===== src/rtl/ext_irq_pkg.sv =====
package ext_irq_pkg;

  localparam int DATA_W = 32;

  typedef enum logic [1:0] {
    SENSE_LOW  = 2'd0,
    SENSE_FALL = 2'd1,
    SENSE_RISE = 2'd2,
    SENSE_BOTH = 2'd3
  } senseMode_e;

  typedef struct packed {
    logic              senseWr;
    logic              statusWr;
    logic [DATA_W-1:0] wdata;
  } ctrlStrobes_t;

endpackage


===== src/rtl/ext_irq_sync.sv =====
module ext_irq_sync #(
  parameter int WIDTH = 8
) (
  input  logic             clk,
  input  logic             rst_n,
  input  logic [WIDTH-1:0] rawIn,
  output logic [WIDTH-1:0] syncCur,
  output logic [WIDTH-1:0] syncPrev
);

  logic [WIDTH-1:0] stageOne;

  // Idle level of an active-low pin is high; reset to it so no spurious edge.
  always_ff @(posedge clk or negedge rst_n) begin
    if (!rst_n) begin
      stageOne <= '1;
      syncCur  <= '1;
      syncPrev <= '1;
    end else begin
      stageOne <= rawIn;
      syncCur  <= stageOne;
      syncPrev <= syncCur;
    end
  end

endmodule


===== src/rtl/ext_irq_datapath.sv =====
module ext_irq_datapath
  import ext_irq_pkg::*;
#(
  parameter int NUM_LINES = 8,
  localparam int SENSE_W  = 2 * NUM_LINES
) (
  input  logic                 clk,
  input  logic                 rst_n,
  input  logic [NUM_LINES-1:0] pinIn,
  input  ctrlStrobes_t         strobes,
  output logic [NUM_LINES-1:0] statusView,
  output logic [SENSE_W-1:0]   senseVal,
  output logic [NUM_LINES-1:0] modeHit
);

  logic [NUM_LINES-1:0] syncCur;
  logic [NUM_LINES-1:0] syncPrev;
  logic [NUM_LINES-1:0] statusReg;
  logic [SENSE_W-1:0]   senseReg;

  ext_irq_sync #(.WIDTH(NUM_LINES)) sync_i (
    .clk      (clk),
    .rst_n    (rst_n),
    .rawIn    (pinIn),
    .syncCur  (syncCur),
    .syncPrev (syncPrev)
  );

  always_ff @(posedge clk or negedge rst_n) begin
    if (!rst_n) begin
      senseReg <= '0;
    end else if (strobes.senseWr) begin
      senseReg <= strobes.wdata[SENSE_W-1:0];
    end
  end

  assign senseVal = senseReg;

  for (genvar n = 0; n < NUM_LINES; n++) begin : g_line
    senseMode_e lineMode;
    logic       riseSeen;
    logic       fallSeen;
    logic       edgeMode;
    logic       clearReq;

    assign lineMode = senseMode_e'(senseReg[2*n +: 2]);
    assign riseSeen = syncCur[n] & ~syncPrev[n];
    assign fallSeen = ~syncCur[n] & syncPrev[n];
    assign edgeMode = (lineMode != SENSE_LOW);
    assign clearReq = strobes.statusWr & ~strobes.wdata[n] & edgeMode;

    always_comb begin
      unique case (lineMode)
        SENSE_FALL: modeHit[n] = fallSeen;
        SENSE_RISE: modeHit[n] = riseSeen;
        SENSE_BOTH: modeHit[n] = riseSeen | fallSeen;
        default:    modeHit[n] = 1'b0;
      endcase
    end

    // A detected edge outranks a clear arriving in the same cycle.
    always_ff @(posedge clk or negedge rst_n) begin
      if (!rst_n) begin
        statusReg[n] <= 1'b0;
      end else if (!edgeMode) begin
        statusReg[n] <= 1'b0;
      end else if (modeHit[n]) begin
        statusReg[n] <= 1'b1;
      end else if (clearReq) begin
        statusReg[n] <= 1'b0;
      end
    end

    assign statusView[n] = edgeMode ? statusReg[n] : ~syncCur[n];
  end

endmodule


===== src/rtl/ext_irq_ctrl.sv =====
module ext_irq_ctrl
  import ext_irq_pkg::*;
#(
  parameter int          NUM_LINES  = 8,
  parameter int          ADDR_W     = 8,
  parameter logic [7:0]  STATUS_OFS = 8'h10,
  parameter logic [7:0]  SENSE_OFS  = 8'h14,
  localparam int         SENSE_W    = 2 * NUM_LINES
) (
  input  logic                 busWr,
  input  logic [ADDR_W-1:0]    busAddr,
  input  logic [DATA_W-1:0]    busWdata,
  input  logic [NUM_LINES-1:0] statusView,
  input  logic [SENSE_W-1:0]   senseVal,
  output ctrlStrobes_t         strobes,
  output logic [DATA_W-1:0]    busRdata
);

  logic hitStatus;
  logic hitSense;

  assign hitStatus = (busAddr == ADDR_W'(STATUS_OFS));
  assign hitSense  = (busAddr == ADDR_W'(SENSE_OFS));

  always_comb begin
    strobes          = '0;
    strobes.statusWr = busWr & hitStatus;
    strobes.senseWr  = busWr & hitSense;
    strobes.wdata    = busWdata;
  end

  always_comb begin
    busRdata = '0;
    if (hitStatus) begin
      busRdata[NUM_LINES-1:0] = statusView;
    end else if (hitSense) begin
      busRdata[SENSE_W-1:0] = senseVal;
    end
  end

endmodule


===== src/rtl/ext_irq_sense.sv =====
module ext_irq_sense
  import ext_irq_pkg::*;
#(
  parameter int         NUM_LINES  = 8,
  parameter int         ADDR_W     = 8,
  parameter logic [7:0] STATUS_OFS = 8'h10,
  parameter logic [7:0] SENSE_OFS  = 8'h14
) (
  input  logic                 clk,
  input  logic                 rst_n,
  input  logic [NUM_LINES-1:0] pinIn,
  input  logic                 busWr,
  input  logic [ADDR_W-1:0]    busAddr,
  input  logic [31:0]          busWdata,
  output logic [31:0]          busRdata,
  output logic [NUM_LINES-1:0] irqOut
);

  localparam int SENSE_W = 2 * NUM_LINES;

  ctrlStrobes_t         strobes;
  logic [NUM_LINES-1:0] statusView;
  logic [SENSE_W-1:0]   senseVal;
  logic [NUM_LINES-1:0] modeHit;

  ext_irq_ctrl #(
    .NUM_LINES  (NUM_LINES),
    .ADDR_W     (ADDR_W),
    .STATUS_OFS (STATUS_OFS),
    .SENSE_OFS  (SENSE_OFS)
  ) ctrl_i (
    .busWr      (busWr),
    .busAddr    (busAddr),
    .busWdata   (busWdata),
    .statusView (statusView),
    .senseVal   (senseVal),
    .strobes    (strobes),
    .busRdata   (busRdata)
  );

  ext_irq_datapath #(.NUM_LINES(NUM_LINES)) dp_i (
    .clk        (clk),
    .rst_n      (rst_n),
    .pinIn      (pinIn),
    .strobes    (strobes),
    .statusView (statusView),
    .senseVal   (senseVal),
    .modeHit    (modeHit)
  );

  assign irqOut = statusView;

endmodule


===== config.mk =====
export PLATFORM = sky130hd
export DESIGN_NAME = ext_irq_sense
export DESIGN_NICKNAME = d
export VERILOG_FILES = /design/src/rtl/ext_irq_pkg.sv /design/src/rtl/ext_irq_sync.sv /design/src/rtl/ext_irq_datapath.sv /design/src/rtl/ext_irq_ctrl.sv /design/src/rtl/ext_irq_sense.sv
export SDC_FILE = /design/constraint.sdc
export NUM_CORES = 1
export LEC_CHECK = 0
export CAP_MARGIN = 15
export CORE_ASPECT_RATIO = 1.25
export CORE_UTILIZATION = 36
export CTS_BUF_LIST = sky130_fd_sc_hd__clkbuf_8
export CTS_CLUSTER_DIAMETER = 80
export CTS_CLUSTER_SIZE = 14
export DETAILED_ROUTE_END_ITERATION = 8
export MAX_ROUTING_LAYER = met4
export PLACE_DENSITY = 0.67
export SKIP_CTS_REPAIR_TIMING = 1
export SLEW_MARGIN = 0
export SYNTH_ARGS = -nofsm -noshare
export SYNTH_HDL_FRONTEND = slang
export SYNTH_SLANG_ARGS = --single-unit
export TNS_END_PERCENT = 10

===== constraint.sdc =====
create_clock -name clk -period 4.6 [get_ports clk]
set_clock_uncertainty 0.2 [all_clocks]
set_input_delay 0.92 -clock clk [delete_from_list [all_inputs] [get_ports clk]]
set_output_delay 0.92 -clock clk [all_outputs]
set_load 0.02 [all_outputs]

==> metrics.md, run 1 <==
| Metric | Value |
|---|---|
| CP Max Fanout | 12 |
| FF-to-FF path depth | 5 |
| Inserted Diodes | 0 |
| Worst EP arrival | 3.25 ns |
| Cell area power density | 273 nW/µm² |
| Final worst slack | 0.228 ns |
| Number of I/O port buffers | 58 |
| Clock sink count | 48 |
| Clk pin slew, worst setup/hold paths | 0.08 ns |
| Internal power | 0.000670 W |
| DRC violations left | 0 |
| Hold Path Depth | 0 |
| Cell chain of the critical path | clkdlybuf4s50_1 -> or4b_4 -> nor4b_1 -> buf_4 -> and2_1 -> clkdlybuf4s50_1 |
| Flops & latches, synth | 48 |
| Hold Crit Start | dp_i.sync_i.stageOne[4] |
| Min Tclk post-route | 4.37 ns |
| DR iter-0 viols | 49 |
| GR Util All Layers | 0.148 |
| First-pass GRT wire length | 8090 µm |
| CTS tree | yes |
| Min-Delay Path Class | reg -> reg |
| Number of cells in the finished layout apart from fillers | 374 |
| Dpl hpwl | 3530 µm |
| Die height | 95.5 µm |
| GP Congestion | 0.718 |
| GR Layer Usage met1 | 0.183 |
| Clock power share | 0.336 |
| Fill count | 621 |
| Placement Setup Slack | 0.202 ns |
| Initial Util | 0.379 |
| Gate power share | 0.134 |
| Final Max Slew Viols | 0 |
| Share of cells above drive strength 1 | 0.188 |
| VDD IR max | 0.000214 V |
| Via density per instance | 4.70 |
| Launch point of the worst reg-to-reg path | dp_i.sync_i.syncCur[3] |
| Die area | 7330 µm² |
| Global route overflow | 0 |
| Crit path top cell by count | clkdlybuf4s50_1 |
| Initial antenna violation count | 0 |
| Vias in the first global route | 1719 |
| Status | complete, no violations |
| H-tree depth | 2 |
| Placed cell areas | 3110 µm² |
| TritonCTS Buffers | 5 |
| Setup crit start kind | input port |
| Maximum Capacitance Violations | 0 |
| Switching Fraction | 0.240 |
| Buf/Inv on CP | 3 |
| Largest net degree at the start of global routing | 49 |
| Post-layout nets | 353 |
| Ys Warns | 0 |
| Worst EP required | 3.48 ns |
| Final Hold Violating Endpoints | 0 |
| Sequential area share after synthesis | 0.489 |
| Met2 Use GR | 0.242 |
| Synthesized area | 2520 µm² |
| CP max stage cell | or4b_4 |
| Worst r2r dst | dp_i.statusReg[3] |
| Post-synth cell types | 29 |
| Row count | 33 |
| Worst path depth | 6 |
| Placed insts | 365 |
| Clock Latency Late Sink | 0.30 ns |
| Reg power frac | 0.530 |
| Post-route clock period utilization | 0.950 |
| # IOs | 91 |
| Max incr delay on CP | 0.64 ns |
| Die X | 76.8 µm |
| Layout area overhead | 28.5% |
| Core Area | 6650 µm² |
| NetSw | 0.000212 W |
| Lkg Pwr | 1.52 nW |
| Worst hold path endpoint | dp_i.sync_i.syncCur[4] |
| Crit path kind | in -> out |
| Crit. End Element | output port |
| Total routed wirelength | 4910 µm |
| Final setup viols | 0 |
| F_max | 0.229 GHz |
| DRT Pass-1 Iters | 4 |
| Root Buffer | clkbuf_8 |
| RSZ-0062 raised after global routing | no |
| R2R Setup Slk | 3.11 ns |
| Sum Neg Setup Slack | 0 ns |
| Final Power | 0.000882 W |
| CP delay by family, top | buffers and inverters |
| Mapped Cells | 226 |
| Met3 usage | 0.0383 |
| Final instance area | 3230 µm² |
| Via count | 1756 |
| Top Usage Layer GRT | met2 |
| Clock buffer depth | 2 |
| Post-route antenna net violation count | 0 |
| Mean Syn Cell Area | 11.1 µm² |
| WL/cell | 13.1 µm |
state kept, by name, summed over array words and instances, names as in the netlist:
name / count
dp_i.senseVal: 16
dp_i.statusReg: 8
dp_i.sync_i.stageOne: 8
dp_i.sync_i.syncCur: 8
dp_i.sync_i.syncPrev: 8
kinds of logic (layout without fill, tap and decap cells):
| family | Yosys count | after routing | synth area share |
|---|---|---|---|
| compound gates | 40 | 40 | 0.107 |
| fa+ha+maj | 16 | 16 | 0.0796 |
| buf+inv | 41 | 87 | 0.0925 |
| flops | 48 | 48 | 0.489 |
| mux | 16 | 16 | 0.0865 |
| other cells | 1 | 16 | 0.00149 |
| simple gates | 64 | 64 | 0.143 |
power groups by stage:
stage | logic (W) | registers, W | clock network [W]
floorplan | 0.0000702 | 0.000470 | 0
global placement | 0.000115 | 0.000474 | 0
detailed placement | 0.000118 | 0.000476 | 0
CTS | 0.000118 | 0.000468 | 0.000308
global route | 0.000132 | 0.000471 | 0.000329
finish | 0.000118 | 0.000468 | 0.000296
how the worst max path moves through the flow:
stage	from	end	slack, ns
floorplan	busAddr[5]	busRdata[0]	1.13
global placement	busAddr[5]	busRdata[9]	0.18
detailed placement	busAddr[5]	busRdata[11]	0.20
CTS	busAddr[5]	busRdata[15]	0.19
global route	busAddr[5]	busRdata[11]	0.09
finish	busAddr[5]	busRdata[11]	0.23
per-layer routing:
layer / vias up / part of all wire
li1: 865 / -
met1: 837 / 0.44
met2: 50 / 0.49
met3: 4 / 0.053
met4: 0 / 0.0090
met5: - / 0
metrics by stage:
step | utilization | hold WS [ns]
2_1_floorplan | - | 0.145
3_3_place_gp | 0.467 | 0.146
3_5_place_dp | 0.467 | 0.147
6_report | 0.487 | 0.159
4_1_cts | 0.484 | 0.160
5_1_grt | 0.487 | 0.162
final cells by class:
cell class                 instances  area (µm²)  area share
timing repair buffer              61         611       0.189
tap                               87         109      0.0337
clock buffer                       5        68.8      0.0213
multi-input combinational        152        1110       0.343
clock inverter                     3        38.8      0.0120
sequential                        48        1230       0.381
inverter                          18        67.6      0.0209
cells in the final DEF, fill, tap and decap left out, types with 3 or more instances in the layout:
master           synthesis  layout
inv_1                   18      19
nor2b_1                 12      12
clkbuf_8                 0       5
clkdlybuf4s50_1          0      57
a21o_1                   5       5
or3_1                    6       6
o211a_1                  3       3
ha_1                    16      16
conb_1                   1      16
nand2_1                 20      20
nor4_1                   8       8
nand2b_1                 4       4
o31ai_1                  3       3
mux2_4                  10      10
o221ai_1                 8       8
and2_1                   8       8
dfstp_2                 24      24
a21oi_1                  5       5
o21ai_0                 14      14
dfrtp_1                 24      24
mux2_2                   6       6
synthesized netlist by cell type, drive strengths merged:
| library cell | n | area share |
|---|---|---|
| buf | 18 | 0.058 |
| nor4b | 1 | 0.0035 |
| nand2 | 20 | 0.030 |
| dfstp | 24 | 0.25 |
| or4b | 1 | 0.0055 |
| dfrtp | 24 | 0.24 |
| ha | 16 | 0.080 |
| o21ai | 14 | 0.028 |
| or4 | 1 | 0.0045 |
| and2 | 8 | 0.020 |
| o221ai | 8 | 0.028 |
| nor2 | 2 | 0.0030 |
| o211a | 3 | 0.012 |
| nor2b | 12 | 0.030 |
| nand2b | 4 | 0.0099 |
| or2 | 1 | 0.0025 |
| a21oi | 5 | 0.0099 |
| a21o | 5 | 0.015 |
| or3 | 6 | 0.015 |
| mux2 | 16 | 0.087 |
| clkbuf | 5 | 0.0075 |
| conb | 1 | 0.0015 |
| o31ai | 3 | 0.0090 |
| o211ai | 2 | 0.0060 |
| inv | 18 | 0.027 |
| nor4 | 8 | 0.020 |
worst register-to-register path: cells and delay by family, from the launching register on:
kind	cells	cell delay, ns
DFF	1	0.57
AOI/OAI and AO/OA	2	0.25
adders and majority gates	1	0.16
and+or+nand+nor	1	0.12
buffers and inverters	1	0.05
Power figures use the tool's default switching activity.
==> run 2, diff against run 1 <==
Settings changed: CORE_ASPECT_RATIO 1.25 to 1.5.
==> run 2 against run 1 <==
Global-route usage up 0.098 points. Non-clock buffer count stayed put. Core utilization is 1.7 points lower. Highest routed layer unchanged. Hold slack lost 0.015 ns. Flip-flop and latch count is the same. Sequential power barely moved. Largest power group unchanged. Routed wire length rose by 2.5%. Critical path depth stayed put.
==> metrics.md, run 2 (synthesis results as in run 1) <==
| Metric | Value |
|---|---|
| Vias in the first global route | 1726 (was 1719) |
| Global route overflow | 0 (unchanged) |
| Most common cell after layout, fill and taps aside | clkdlybuf4s50_1 (unchanged) |
| Clock power share | 0.305 (was 0.336) |
| Hold Crit Start | dp_i.sync_i.stageOne[1] (was dp_i.sync_i.stageOne[4]) |
| First-pass GRT wire length | 8310 µm (was 8090 µm) |
| Layout area overhead | 27.1% (was 28.5%) |
| Gate power share | 0.140 (was 0.134) |
| Maximum Capacitance Violations | 0 (unchanged) |
| Number of I/O port buffers | 58 (unchanged) |
| Worst slew pin tran | 0.564 ns |
| Worst EP arrival | 3.18 ns (was 3.25 ns) |
| Via density per instance | 4.84 (was 4.70) |
| Post-layout nets | 353 (unchanged) |
| RSZ-0062 raised after global routing | no (unchanged) |
| Sum Neg Setup Slack | 0 ns (unchanged) |
| Internal power | 0.000630 W (was 0.000670 W) |
| Switching Fraction | 0.252 (was 0.240) |
| CP Max Fanout | 12 (unchanged) |
| Hold Path Depth | 0 (unchanged) |
| FF-to-FF path depth | 5 (unchanged) |
| GR Util All Layers | 0.149 (was 0.148) |
| Crit path kind | in -> out (unchanged) |
| Row count | 37 (was 33) |
| Clock sink count | 48 (unchanged) |
| Post-route clock period utilization | 0.935 (was 0.950) |
| Die X | 70.3 µm (was 76.8 µm) |
| H-tree depth | 2 (unchanged) |
| Max reg flops | 16 (unchanged) |
| TritonCTS Buffers | 5 (unchanged) |
| CTS tree | yes (unchanged) |
| Worst EP required | 3.48 ns (about the same) |
| Clock Latency Late Sink | 0.29 ns (was 0.30 ns) |
| Final setup viols | 0 (unchanged) |
| Cell area power density | 264 nW/µm² (was 273 nW/µm²) |
| Via count | 1767 (was 1756) |
| Final Max Slew Viols | 0 (unchanged) |
| DR iter-0 viols | 49 (unchanged) |
| WL/cell | 13.8 µm (was 13.1 µm) |
| Final Hold Violating Endpoints | 0 (unchanged) |
| Min Tclk post-route | 4.30 ns (was 4.37 ns) |
| Die height | 104 µm (was 95.5 µm) |
| Min-Delay Path Class | reg -> reg (unchanged) |
| Worst hold path endpoint | dp_i.sync_i.syncCur[1] (was dp_i.sync_i.syncCur[4]) |
| Most frequent cells in the layout | clkdlybuf4s50_1 (57), dfrtp_1 (24), dfstp_2 (24) (unchanged) |
| Root Buffer | clkbuf_8 (unchanged) |
| Worst r2r dst | dp_i.statusReg[4] (was dp_i.statusReg[3]) |
| R2R Setup Slk | 3.09 ns (was 3.11 ns) |
| Initial antenna violation count | 0 (unchanged) |
| Placed cell areas | 3100 µm² (was 3110 µm²) |
| Inserted Diodes | 0 (unchanged) |
| Dpl hpwl | 3750 µm (was 3530 µm) |
| Final instance area | 3200 µm² (was 3230 µm²) |
| Launch point of the worst reg-to-reg path | dp_i.sync_i.syncPrev[4] (was dp_i.sync_i.syncCur[3]) |
| Largest net degree at the start of global routing | 27 (was 49) |
| Status | complete, no violations (unchanged) |
| Lkg Pwr | 1.50 nW (was 1.52 nW) |
| Initial Util | 0.370 (was 0.379) |
| Die area | 7330 µm² (about the same) |
| Clk pin slew, worst setup/hold paths | 0.09 ns (was 0.08 ns) |
| GP Congestion | 0.738 (was 0.718) |
| DRT Pass-1 Iters | 4 (unchanged) |
| Rel. slew slack | 0.624 |
| Setup crit start kind | input port (unchanged) |
| # IOs | 91 (unchanged) |
| Critical Path Start | busAddr[5] (unchanged) |
| DRC violations left | 0 (unchanged) |
| NetSw | 0.000212 W (about the same) |
| VDD IR max | 0.000181 V (was 0.000214 V) |
| Total routed wirelength | 5030 µm (was 4910 µm) |
| Core Area | 6810 µm² (was 6650 µm²) |
| Reg power frac | 0.556 (was 0.530) |
| F_max | 0.233 GHz (was 0.229 GHz) |
| Post-route antenna net violation count | 0 (unchanged) |
| Crit. End Element | output port (unchanged) |
| Share of cells above drive strength 1 | 0.188 (unchanged) |
| Clock buffer depth | 2 (unchanged) |
[run 2: cell types whose count changed in the layout (fill, tap and decap cells not counted)]
cell and delta:
buf_4 +1, buf_12 -1, clkinv_2 -1, bufinv_16 -1, clkinvlp_4 +1, clkbuf_8 +1
[run 2: worst max-delay path by stage]
stage | to | depth (start not counted) | slack [ns]
finish | busRdata[13] | 6 | 0.30
global route | busRdata[14] | 6 | 0.21
CTS | busRdata[4] | 5 | 0.28
detailed placement | busRdata[4] | 5 | 0.28
global placement | busRdata[4] | 5 | 0.28
floorplan | busRdata[0] | 4 | 1.13
[run 2: through the flow]
step	util	worst slack (ns)	total power [W]	std cells	hold slack, ns
after floorplan	-	1.13	0.000540	241	0.145
after global placement	0.456	0.277	0.000590	357	0.145
after detailed placement	0.456	0.279	0.000595	357	0.147
after CTS	0.470	0.281	0.000855	365	0.148
after global routing	0.470	0.211	0.000881	365	0.158
final	0.470	0.301	0.000842	365	0.144
[run 2: metal layers]
layer	wire, µm	GRT usage	vias up
met5	0	-	-
li1	-	-	859
met3	238	0.0320	5
met2	2620	0.246	51
met4	83	0.0557	0
met1	2100	0.177	852
[run 2: worst max-delay path, stage by stage]
cell and delay [ns]:
clkdlybuf4s50_1 0.40, or4b_4 0.64, nor4b_1 0.28, buf_4 0.21
and2_1 0.13, clkdlybuf4s50_1 0.60
[run 2: area by class of cell]
| type | count | area (µm²) |
|---|---|---|
| fillers | 651 | 3610 |
| flip-flops and latches | 48 | 1230 |
| multi-input cells | 152 | 1110 |
| repair buffers | 61 | 598 |
| well taps | 78 | 97.6 |
| clock buffers | 6 | 82.6 |
| inverters | 18 | 67.6 |
| clock inverters | 2 | 11.3 |
[run 2: power groups by stage]
stage               clock network, W  registers [W]   logic, W
detailed placement                 0       0.000476   0.000119
CTS                         0.000267       0.000468   0.000119
global placement                   0       0.000474   0.000116
floorplan                          0       0.000470  0.0000702
global route                0.000279       0.000472   0.000130
finish                      0.000257       0.000468   0.000118
==> run 3, diff against run 2 <==
Settings changed: RECOVER_POWER set to 25.
==> run 3 against run 2 <==
Setup slack about the same. Sequential power about the same. Via count increased by 0.17%. Non-clock buffer count unchanged. Power decreased by 0.24%. First-iteration DRC count increased by 6.1%. Clock power about the same. Hold slack improved by 0.0049 ns. Clock-buffer cell count unchanged.
==> metrics.md, run 3 (synthesis results as in run 1) <==
| Metric | Value |
|---|---|
| Status | complete, no violations (unchanged) |
| Final Hold Violating Endpoints | 0 (unchanged) |
| Most common cell after layout, fill and taps aside | clkdlybuf4s50_1 (unchanged) |
| DR iter-0 viols | 52 (was 49) |
| Clock power share | 0.305 (about the same) |
| TritonCTS Buffers | 5 (unchanged) |
| Internal power | 0.000628 W (was 0.000630 W) |
| GP Congestion | 0.738 (unchanged) |
| CP Max Fanout | 12 (unchanged) |
| Largest net degree at the start of global routing | 27 (unchanged) |
| Die height | 104 µm (unchanged) |
| Crit path kind | in -> out (unchanged) |
| Final Max Slew Viols | 0 (unchanged) |
| Clock buffer depth | 2 (unchanged) |
| Post-layout nets | 353 (unchanged) |
| WL/cell | 13.8 µm (about the same) |
| Placed cell areas | 3100 µm² (unchanged) |
| CP max stage cell | or4b_4 (unchanged) |
| Cell chain of the critical path | clkdlybuf4s50_1 -> or4b_4 -> nor4b_1 -> buf_4 -> and2_1 -> clkdlybuf4s50_1 (unchanged) |
| Max incr delay on CP | 0.64 ns (about the same) |
| Row count | 37 (unchanged) |
| H-tree depth | 2 (unchanged) |
| VDD IR max | 0.000181 V (about the same) |
| DRC violations left | 0 (unchanged) |
| Rel. slew slack | 0.102 (was 0.624) |
| Max reg flops | 16 (unchanged) |
| GR Util All Layers | 0.149 (unchanged) |
| Worst slew pin tran | 1.35 ns (was 0.564 ns) |
| Maximum Capacitance Violations | 0 (unchanged) |
| Cell area power density | 263 nW/µm² (was 264 nW/µm²) |
| First-pass GRT wire length | 8310 µm (unchanged) |
| Share of cells above drive strength 1 | 0.157 (was 0.188) |
| CP delay by family, top | buffers and inverters (unchanged) |
| Crit. End Element | output port (unchanged) |
| Layout area overhead | 27.0% (was 27.1%) |
| Via count | 1770 (was 1767) |
| Most frequent cells in the layout | clkdlybuf4s50_1 (57), dfrtp_1 (24), nand2_1 (20) (was clkdlybuf4s50_1 (57), dfrtp_1 (24), dfstp_2 (24)) |
| Final Power | 0.000840 W (was 0.000842 W) |
| Min Tclk post-route | 4.30 ns (about the same) |
| Inserted Diodes | 0 (unchanged) |
| F_max | 0.233 GHz (about the same) |
| Final instance area | 3200 µm² (about the same) |
| Global route overflow | 0 (unchanged) |
| Crit path top cell by count | clkdlybuf4s50_1 (unchanged) |
| Worst EP required | 3.48 ns (about the same) |
| Post-route clock period utilization | 0.935 (about the same) |
| Die area | 7330 µm² (unchanged) |
| Total routed wirelength | 5040 µm (was 5030 µm) |
| Root Buffer | clkbuf_8 (unchanged) |
| Clock Latency Late Sink | 0.29 ns (about the same) |
| Gate power share | 0.140 (about the same) |
| Post-layout util | 0.470 (about the same) |
| DRT Pass-1 Iters | 4 (unchanged) |
| Core Area | 6810 µm² (unchanged) |
| Reg power frac | 0.555 (was 0.556) |
| Clock sink count | 48 (unchanged) |
| Via density per instance | 4.85 (was 4.84) |
| RSZ-0062 raised after global routing | no (unchanged) |
| # IOs | 91 (unchanged) |
| Setup crit start kind | input port (unchanged) |
| Switching Fraction | 0.252 (about the same) |
| Final setup viols | 0 (unchanged) |
| CTS tree | yes (unchanged) |
| Initial Util | 0.370 (unchanged) |
| Clk pin slew, worst setup/hold paths | 0.09 ns (about the same) |
| Vias in the first global route | 1726 (unchanged) |
| Buf/Inv on CP | 3 (unchanged) |
| Sum Neg Setup Slack | 0 ns (unchanged) |
| Lkg Pwr | 1.49 nW (was 1.50 nW) |
| Dpl hpwl | 3750 µm (unchanged) |
| Post-route antenna net violation count | 0 (unchanged) |
| NetSw | 0.000212 W (about the same) |
| Min-Delay Path Class | reg -> reg (unchanged) |
| Die X | 70.3 µm (unchanged) |
| Worst EP arrival | 3.18 ns (about the same) |
| Number of I/O port buffers | 58 (unchanged) |
| Initial antenna violation count | 0 (unchanged) |
## run 3: cell types whose count changed in the layout (fill, tap and decap cells not counted)
cell      delta
dfstp_1      +8
dfstp_2      -8
buf_2        -1
clkbuf_1     +1
## run 3: through the flow
stage,setup WS (ns),hold slack [ns],instances
after floorplan,1.13,0.145,241
after detailed placement,0.279,0.147,357
after global placement,0.277,0.145,357
after CTS,0.281,0.148,365
final,0.301,0.149,365
after global routing,0.211,0.164,365
## run 3: final cells by class
class	count	area (µm²)
clock buffers	6	82.6
clock inverters	2	11.3
well taps	78	97.6
repair buffers	61	597
inverters	18	67.6
fillers	652	3610
multi-input cells	152	1110
flip-flops and latches	48	1230
## run 3: path summary, 6_finish.rpt
| check | from | end | slack (ns) | cells past startpoint |
|---|---|---|---|---|
| hold / removal | dp_i.sync_i.stageOne[1] | dp_i.sync_i.syncCur[1] | 0.15 | 0 |
| hold reg to reg | dp_i.sync_i.stageOne[1] | dp_i.sync_i.syncCur[1] | 0.15 | 0 |
| max in group asynchronous | rst_n | dp_i.sync_i.syncPrev[2] | 2.44 | 2 |
| setup / recovery | busAddr[5] | busRdata[13] | 0.30 | 6 |
| setup reg to reg | dp_i.sync_i.syncCur[3] | dp_i.statusReg[3] | 3.07 | 5 |
| min in group asynchronous | rst_n | dp_i.senseVal[15] | 0.71 | 1 |
## run 3: power by group through the flow
stage	clock, W	sequential (W)	combinational, W
final	0.000256	0.000467	0.000117
after CTS	0.000267	0.000468	0.000119
after global routing	0.000279	0.000470	0.000130
after detailed placement	0	0.000476	0.000119
after floorplan	0	0.000470	0.0000702
after global placement	0	0.000474	0.000116
## run 3: layer usage
metal | part of all wire | up-vias | global-route usage
met3 | 0.047 | 5 | 0.0320
met4 | 0.016 | 0 | 0.0557
li1 | - | 859 | -
met5 | 0 | - | -
met2 | 0.52 | 51 | 0.246
met1 | 0.42 | 855 | 0.177
